## src/rtl/gds_pkg.sv

```systemverilog
package gds_pkg;

  typedef enum logic [1:0] {
    GM_NORMAL = 2'd0,
    GM_ARMED  = 2'd1,
    GM_LOCKED = 2'd2
  } gear_mode_e;

  // Active-low strobe pattern that marks a mode-register write
  function automatic logic is_mode_write(input logic cs_n, input logic act_n,
                                         input logic ras_n, input logic cas_n,
                                         input logic we_n);
    return !cs_n && act_n && !ras_n && !cas_n && !we_n;
  endfunction

endpackage

```

## src/rtl/gds_cmd_decode.sv

```systemverilog
module gds_cmd_decode
  import gds_pkg::*;
#(
  parameter int BA_W   = 2,
  parameter int ADDR_W = 18,
  parameter int GD_MR  = 3,
  parameter int GD_BIT = 3
) (
  input  logic              cs_n,
  input  logic              act_n,
  input  logic              ras_n,
  input  logic              cas_n,
  input  logic              we_n,
  input  logic              bg_lsb,
  input  logic [BA_W-1:0]   ba,
  input  logic [ADDR_W-1:0] addr,
  output logic              is_cmd,
  output logic              gd_set,
  output logic              gd_clr
);
  localparam int SEL_W = BA_W + 1;
  localparam logic [SEL_W-1:0] MR_ID = SEL_W'(GD_MR);

  logic [SEL_W-1:0] mr_sel;
  logic             hit_mr;

  always_comb begin
    mr_sel = {bg_lsb, ba};
    is_cmd = !cs_n;
    hit_mr = is_mode_write(cs_n, act_n, ras_n, cas_n, we_n) && (mr_sel == MR_ID);
    gd_set = hit_mr && addr[GD_BIT];
    gd_clr = hit_mr && !addr[GD_BIT];
  end

endmodule

```

## src/rtl/gds_sync_detect.sv

```systemverilog
module gds_sync_detect #(
  parameter int SETTLE = 2
) (
  input  logic clk,
  input  logic rst,
  input  logic armed,
  input  logic cs_n,
  output logic sync_hit
);
  localparam int AGE_W = $clog2(SETTLE + 1);
  localparam logic [AGE_W-1:0] AGE_TOP = AGE_W'(SETTLE);

  logic [AGE_W-1:0] age;
  logic [1:0]       cs_hist;

  // cs_hist[0] is the previous edge, cs_hist[1] the one before
  always_ff @(posedge clk) begin
    if (rst) begin
      cs_hist <= 2'b11;
      age     <= '0;
    end else begin
      cs_hist <= {cs_hist[0], cs_n};
      if (!armed)
        age <= '0;
      else if (age != AGE_TOP)
        age <= age + 1'b1;
    end
  end

  // Pulse edge and the edge before it must both lie inside the armed window
  always_comb begin
    sync_hit = armed && (age == AGE_TOP) && cs_n && !cs_hist[0] && cs_hist[1];
  end

endmodule

```

## src/rtl/gds_gear_fsm.sv

```systemverilog
module gds_gear_fsm
  import gds_pkg::*;
(
  input  logic       clk,
  input  logic       rst,
  input  logic       gd_set,
  input  logic       gd_clr,
  input  logic       sync_hit,
  output gear_mode_e mode,
  output logic       sample_slot
);
  logic on_phase;

  always_comb begin
    unique case (mode)
      GM_NORMAL: sample_slot = 1'b1;
      GM_LOCKED: sample_slot = on_phase;
      default:   sample_slot = 1'b0;
    endcase
  end

  always_ff @(posedge clk) begin
    if (rst) begin
      mode     <= GM_NORMAL;
      on_phase <= 1'b0;
    end else begin
      unique case (mode)
        GM_NORMAL: begin
          on_phase <= 1'b0;
          if (gd_set) mode <= GM_ARMED;
        end
        GM_ARMED: begin
          if (sync_hit) begin
            mode     <= GM_LOCKED;
            on_phase <= 1'b1;
          end
        end
        GM_LOCKED: begin
          on_phase <= !on_phase;
          if (on_phase && gd_clr) mode <= GM_NORMAL;
        end
        default: mode <= GM_NORMAL;
      endcase
    end
  end

endmodule

```

## src/rtl/gds_cmd_capture.sv

```systemverilog
module gds_cmd_capture #(
  parameter int W = 27
) (
  input  logic         clk,
  input  logic         rst,
  input  logic         take,
  input  logic [W-1:0] din,
  output logic         valid,
  output logic [W-1:0] dout
);
  always_ff @(posedge clk) begin
    if (rst) begin
      valid <= 1'b0;
      dout  <= '1;
    end else begin
      valid <= take;
      if (take) dout <= din;
    end
  end

endmodule

```

## src/rtl/gds_sampler.sv

```systemverilog
module gds_sampler
  import gds_pkg::*;
#(
  parameter int BG_W   = 2,
  parameter int BA_W   = 2,
  parameter int ADDR_W = 18,
  parameter int GD_MR  = 3,
  parameter int GD_BIT = 3,
  parameter int SETTLE = 2
) (
  input  logic              clk,
  input  logic              rst,
  input  logic              cs_n,
  input  logic              act_n,
  input  logic              ras_n,
  input  logic              cas_n,
  input  logic              we_n,
  input  logic [BG_W-1:0]   bg,
  input  logic [BA_W-1:0]   ba,
  input  logic [ADDR_W-1:0] addr,
  output logic              cmd_valid,
  output logic              cmd_cs_n,
  output logic              cmd_act_n,
  output logic              cmd_ras_n,
  output logic              cmd_cas_n,
  output logic              cmd_we_n,
  output logic [BG_W-1:0]   cmd_bg,
  output logic [BA_W-1:0]   cmd_ba,
  output logic [ADDR_W-1:0] cmd_addr,
  output logic [1:0]        mode_status
);
  localparam int CTL_W = 5;
  localparam int W     = CTL_W + BG_W + BA_W + ADDR_W;

  logic       is_cmd, gd_set, gd_clr, sync_hit, sample_slot;
  gear_mode_e mode;
  logic [W-1:0] pins, held;

  gds_cmd_decode #(
    .BA_W(BA_W), .ADDR_W(ADDR_W), .GD_MR(GD_MR), .GD_BIT(GD_BIT)
  ) u_dec (
    .cs_n(cs_n), .act_n(act_n), .ras_n(ras_n), .cas_n(cas_n), .we_n(we_n),
    .bg_lsb(bg[0]), .ba(ba), .addr(addr),
    .is_cmd(is_cmd), .gd_set(gd_set), .gd_clr(gd_clr)
  );

  gds_sync_detect #(.SETTLE(SETTLE)) u_sync (
    .clk(clk), .rst(rst), .armed(mode == GM_ARMED), .cs_n(cs_n),
    .sync_hit(sync_hit)
  );

  gds_gear_fsm u_fsm (
    .clk(clk), .rst(rst), .gd_set(gd_set), .gd_clr(gd_clr),
    .sync_hit(sync_hit), .mode(mode), .sample_slot(sample_slot)
  );

  assign pins = {cs_n, act_n, ras_n, cas_n, we_n, bg, ba, addr};

  gds_cmd_capture #(.W(W)) u_cap (
    .clk(clk), .rst(rst), .take(sample_slot && is_cmd), .din(pins),
    .valid(cmd_valid), .dout(held)
  );

  assign {cmd_cs_n, cmd_act_n, cmd_ras_n, cmd_cas_n, cmd_we_n,
          cmd_bg, cmd_ba, cmd_addr} = held;
  assign mode_status = mode;

endmodule

```

## config.mk

```make
export PLATFORM = sky130hd
export DESIGN_NAME = gds_sampler
export DESIGN_NICKNAME = d
export VERILOG_FILES = /design/src/rtl/gds_pkg.sv /design/src/rtl/gds_cmd_decode.sv /design/src/rtl/gds_sync_detect.sv /design/src/rtl/gds_gear_fsm.sv /design/src/rtl/gds_cmd_capture.sv /design/src/rtl/gds_sampler.sv
export SDC_FILE = /design/constraint.sdc
export NUM_CORES = 1
export LEC_CHECK = 0
export CAP_MARGIN = 20
export CORE_MARGIN = 3
export CORE_UTILIZATION = 44
export CTS_BUF_LIST = sky130_fd_sc_hd__clkbuf_4
export CTS_CLUSTER_DIAMETER = 30
export DETAILED_ROUTE_END_ITERATION = 7
export GPL_TIMING_DRIVEN = 0
export PLACE_DENSITY = 0.85
export SYNTH_ARGS = -nofsm -noshare
export SYNTH_HDL_FRONTEND = slang
export SYNTH_HIERARCHICAL = 1
export SYNTH_SLANG_ARGS = --single-unit
```

## constraint.sdc

```tcl
create_clock -name clk -period 2.1 [get_ports clk]
set_input_delay 0.525 -clock clk [delete_from_list [all_inputs] [get_ports clk]]
set_output_delay 0.525 -clock clk [all_outputs]
set_load 0.1 [all_outputs]
```

==> results.toml <==
[run_status]
status = "complete, but fails checks"
violations = "setup timing"

[cts]
cts_hold_buf = 0
root_buffer = "clkbuf_4"
clockBufferDepth = 2
htreeDepth = 2
cts_buffers = 5
numClockSinks = 35
clk_pin_slew_ns = 0.12
clk_latency_ns = 0.34
cts_tree = "yes"

[floorplan]
coreArea_um2 = 3150
fp-row-count = 20
initial_core_util = 0.475
die_area_um2 = 4140
die_x_um = 64.3
ios = 59
dieHeight_um = 64.3

[timing]
worst_slack_ns = -0.00920
post-route-period-util = 1.00
setup_violations = 1
skew_ns = 0.00718
slew_headroom = 0.359
tightestPinTransition_ns = 0.965
final.setup.tns_ns = -0.00920
finalHoldViolCount = 0
rsz0062_at_grt = "no"
fin_crit_ns = 2.11
drv_slew = 0
fmax_mhz = 474

[placement]
dp.cells = 243
dpl_cell_area_um2 = 2140
gp_congestion = 0.747
port_buffers = 58
hpwl_um = 2830

[power_and_ir_drop]
vdd_drop_max_uv = 473
power_density_nw_per_um2 = 935
leakagePower_nw = 0.877

[setup_path]
worst-path-max-fanout = 2
cp-end-kind = "flip-flop"
reg2reg_from = "u_sync/age[0]$_SDFFE_PP0P_"
crit_type = "input port to flip-flop"
crit_path_start_kind = "input port"
regToRegSetupSlack_ns = 0.20
cp_data_arrival_time_ns = 2.37
reg2reg_depth = 8
r2r-end = "u_fsm/mode[0]$_SDFFE_PP0P_"
cp.required_ns = 2.36

[synthesis]
synth_nets = 175
yosysWarnings = 6
synthSimpleGateAreaFrac = 0.207
synth-compound-area-share = 0.186
synth_seq_cells = 35
ys_types = 30
yosysSeqAreaShare = 0.468
synthAdderAreaFrac = 0.0418
synth_xor_area_frac = 0.00585
synth_mux_area_frac = 0.0201
syn_inst = 141
synth_area_um2 = 1500
syn_avg_cell_area_um2 = 10.6
synth_top_family_by_area = "simple AND/OR/NAND/NOR gates"

[global_routing]
grt_antenna_before_repair = 0
grt_pass1_wl_um = 6370
grt_pass1_vias = 1361
grt_start_max_net_pins = 14
track_usage = 0.199
grt-ovfl-total = 0

[job]
maxCapViolCount = 0

[drt]
vias = 1294
routed_wirelength_um = 3850
via_per_inst = 5.13
drc = 0
drt_iter0_markers = 81
dr.pass1.iters = 4
detail-route-antenna-nets = 0
avgRoutedWirePerCell_um = 15.3

[worst_hold_path]
hold_end = "u_sync/age[1]$_SDFFE_PP0P_"
holdPathStages = 2
hp-start = "u_sync/age[1]$_SDFFE_PP0P_"
hold_class = "flip-flop to flip-flop"

[layout]
n_antenna_cell = 0
final_common_cell = "dfxtp_1"
nets = 241
final_cells = 252
area_growth_pct = 43.9
drive_gt1_frac = 0.202
final_cell_mix = "33 x dfxtp_1, 27 x clkdlybuf4s50_1, 27 x a211o_1"
postLayoutCoreUtil = 0.683
fin_area_um2 = 2150
[state kept, by name, indices dropped and copies added (netlist names)]
register / count
u_sync/age: 2
u_fsm/on_phase: 1
u_fsm/mode: 2
u_sync/cs_hist: 2
u_cap/valid: 1
u_cap/dout: 27
[layer usage]
layer  vias to the layer above  wire length (um)  share of wire  global-route usage
met4                         0                76          0.020              0.0871
met2                        47              2060           0.53               0.369
li1                        623                 -              -                   -
met1                       614              1480           0.39               0.206
met5                         -                 0              0                   0
met3                        10               234          0.061              0.0545
[cell type report]
type | count | area, um^2
fillers | 260 | 1000
multi-input cells | 89 | 708
flip-flops and latches | 35 | 706
repair buffers | 59 | 517
plain buffers | 9 | 76.3
well taps | 44 | 55.1
clock buffers | 5 | 37.5
inverters | 8 | 30.0
clock inverters | 3 | 23.8
[Yosys cell counts, drive strengths merged]
cell	n	share of area
or4b	1	0.0067
and2	1	0.0042
and2b	3	0.015
nand4bb	1	0.0075
nor3b	1	0.0050
inv	8	0.020
or2	3	0.013
a211o	27	0.16
nand2	2	0.0050
a31oi	1	0.0042
a21oi	1	0.0059
xor2	1	0.0059
buf	9	0.051
mux2i	3	0.020
dfxtp	35	0.47
a221oi	1	0.0059
nor3	2	0.0067
ha	5	0.042
a21o	1	0.0050
nor2b	26	0.11
nand2b	5	0.021
or3	1	0.0042
a222oi	1	0.0067
nand3	1	0.0033
nor2	1	0.0025
[cells by family (layout without fill, tap and decap cells)]
logic type | count (synthesis) | in the layout
buf+inv | 17 | 84
xor+xnor | 1 | 1
fa+ha+maj | 5 | 5
flops | 35 | 35
simple gates | 48 | 48
compound gates | 32 | 32
mux | 3 | 3
[timing repair]
item,4_1_cts,5_1_grt
setup endpoints to repair,32,26
pin swaps,1,3
gates resized for setup,38,36
setup buffers,1,0
cloned,0,0
[power by group]
part,internal [W],switching (W)
clock network,0.000134,0.000243
registers,0.000735,0.0000353
logic,0.000235,0.000631
[worst max-delay path by stage]
stage / start / endpoint / cells past startpoint
global placement: cs_n / u_fsm/mode[1]$_SDFFE_PP0P_ / 6
detailed placement: cs_n / u_fsm/mode[0]$_SDFFE_PP0P_ / 6
CTS: u_cap/dout[25]$_SDFFE_PP1P_ / cmd_act_n / 1
finish: we_n / u_fsm/mode[0]$_SDFFE_PP0P_ / 7
global route: u_cap/dout[2]$_SDFFE_PP1P_ / cmd_addr[2] / 1
floorplan: u_fsm/mode[1]$_SDFFE_PP0P_ / u_cap/dout[10]$_SDFFE_PP1P_ / 8
[critical path, cell delays in order]
cell and delay [ns]:
clkdlybuf4s50_1 0.42, or4b_4 0.54, nor3_2 0.12, nand2_1 0.08, a222oi_1 0.31, buf_4 0.19, mux2i_1 0.19
[through the flow]
stage          hold WS (ns)  power (W)  setup WS, ns
2_1_floorplan         0.418    0.00146        0.0142
3_3_place_gp          0.424    0.00167        -0.545
3_5_place_dp          0.462    0.00169        -0.573
4_1_cts               0.492    0.00203       0.00662
5_1_grt               0.523    0.00211      0.000171
6_report              0.490    0.00201      -0.00920
Power figures use the tool's default switching activity.
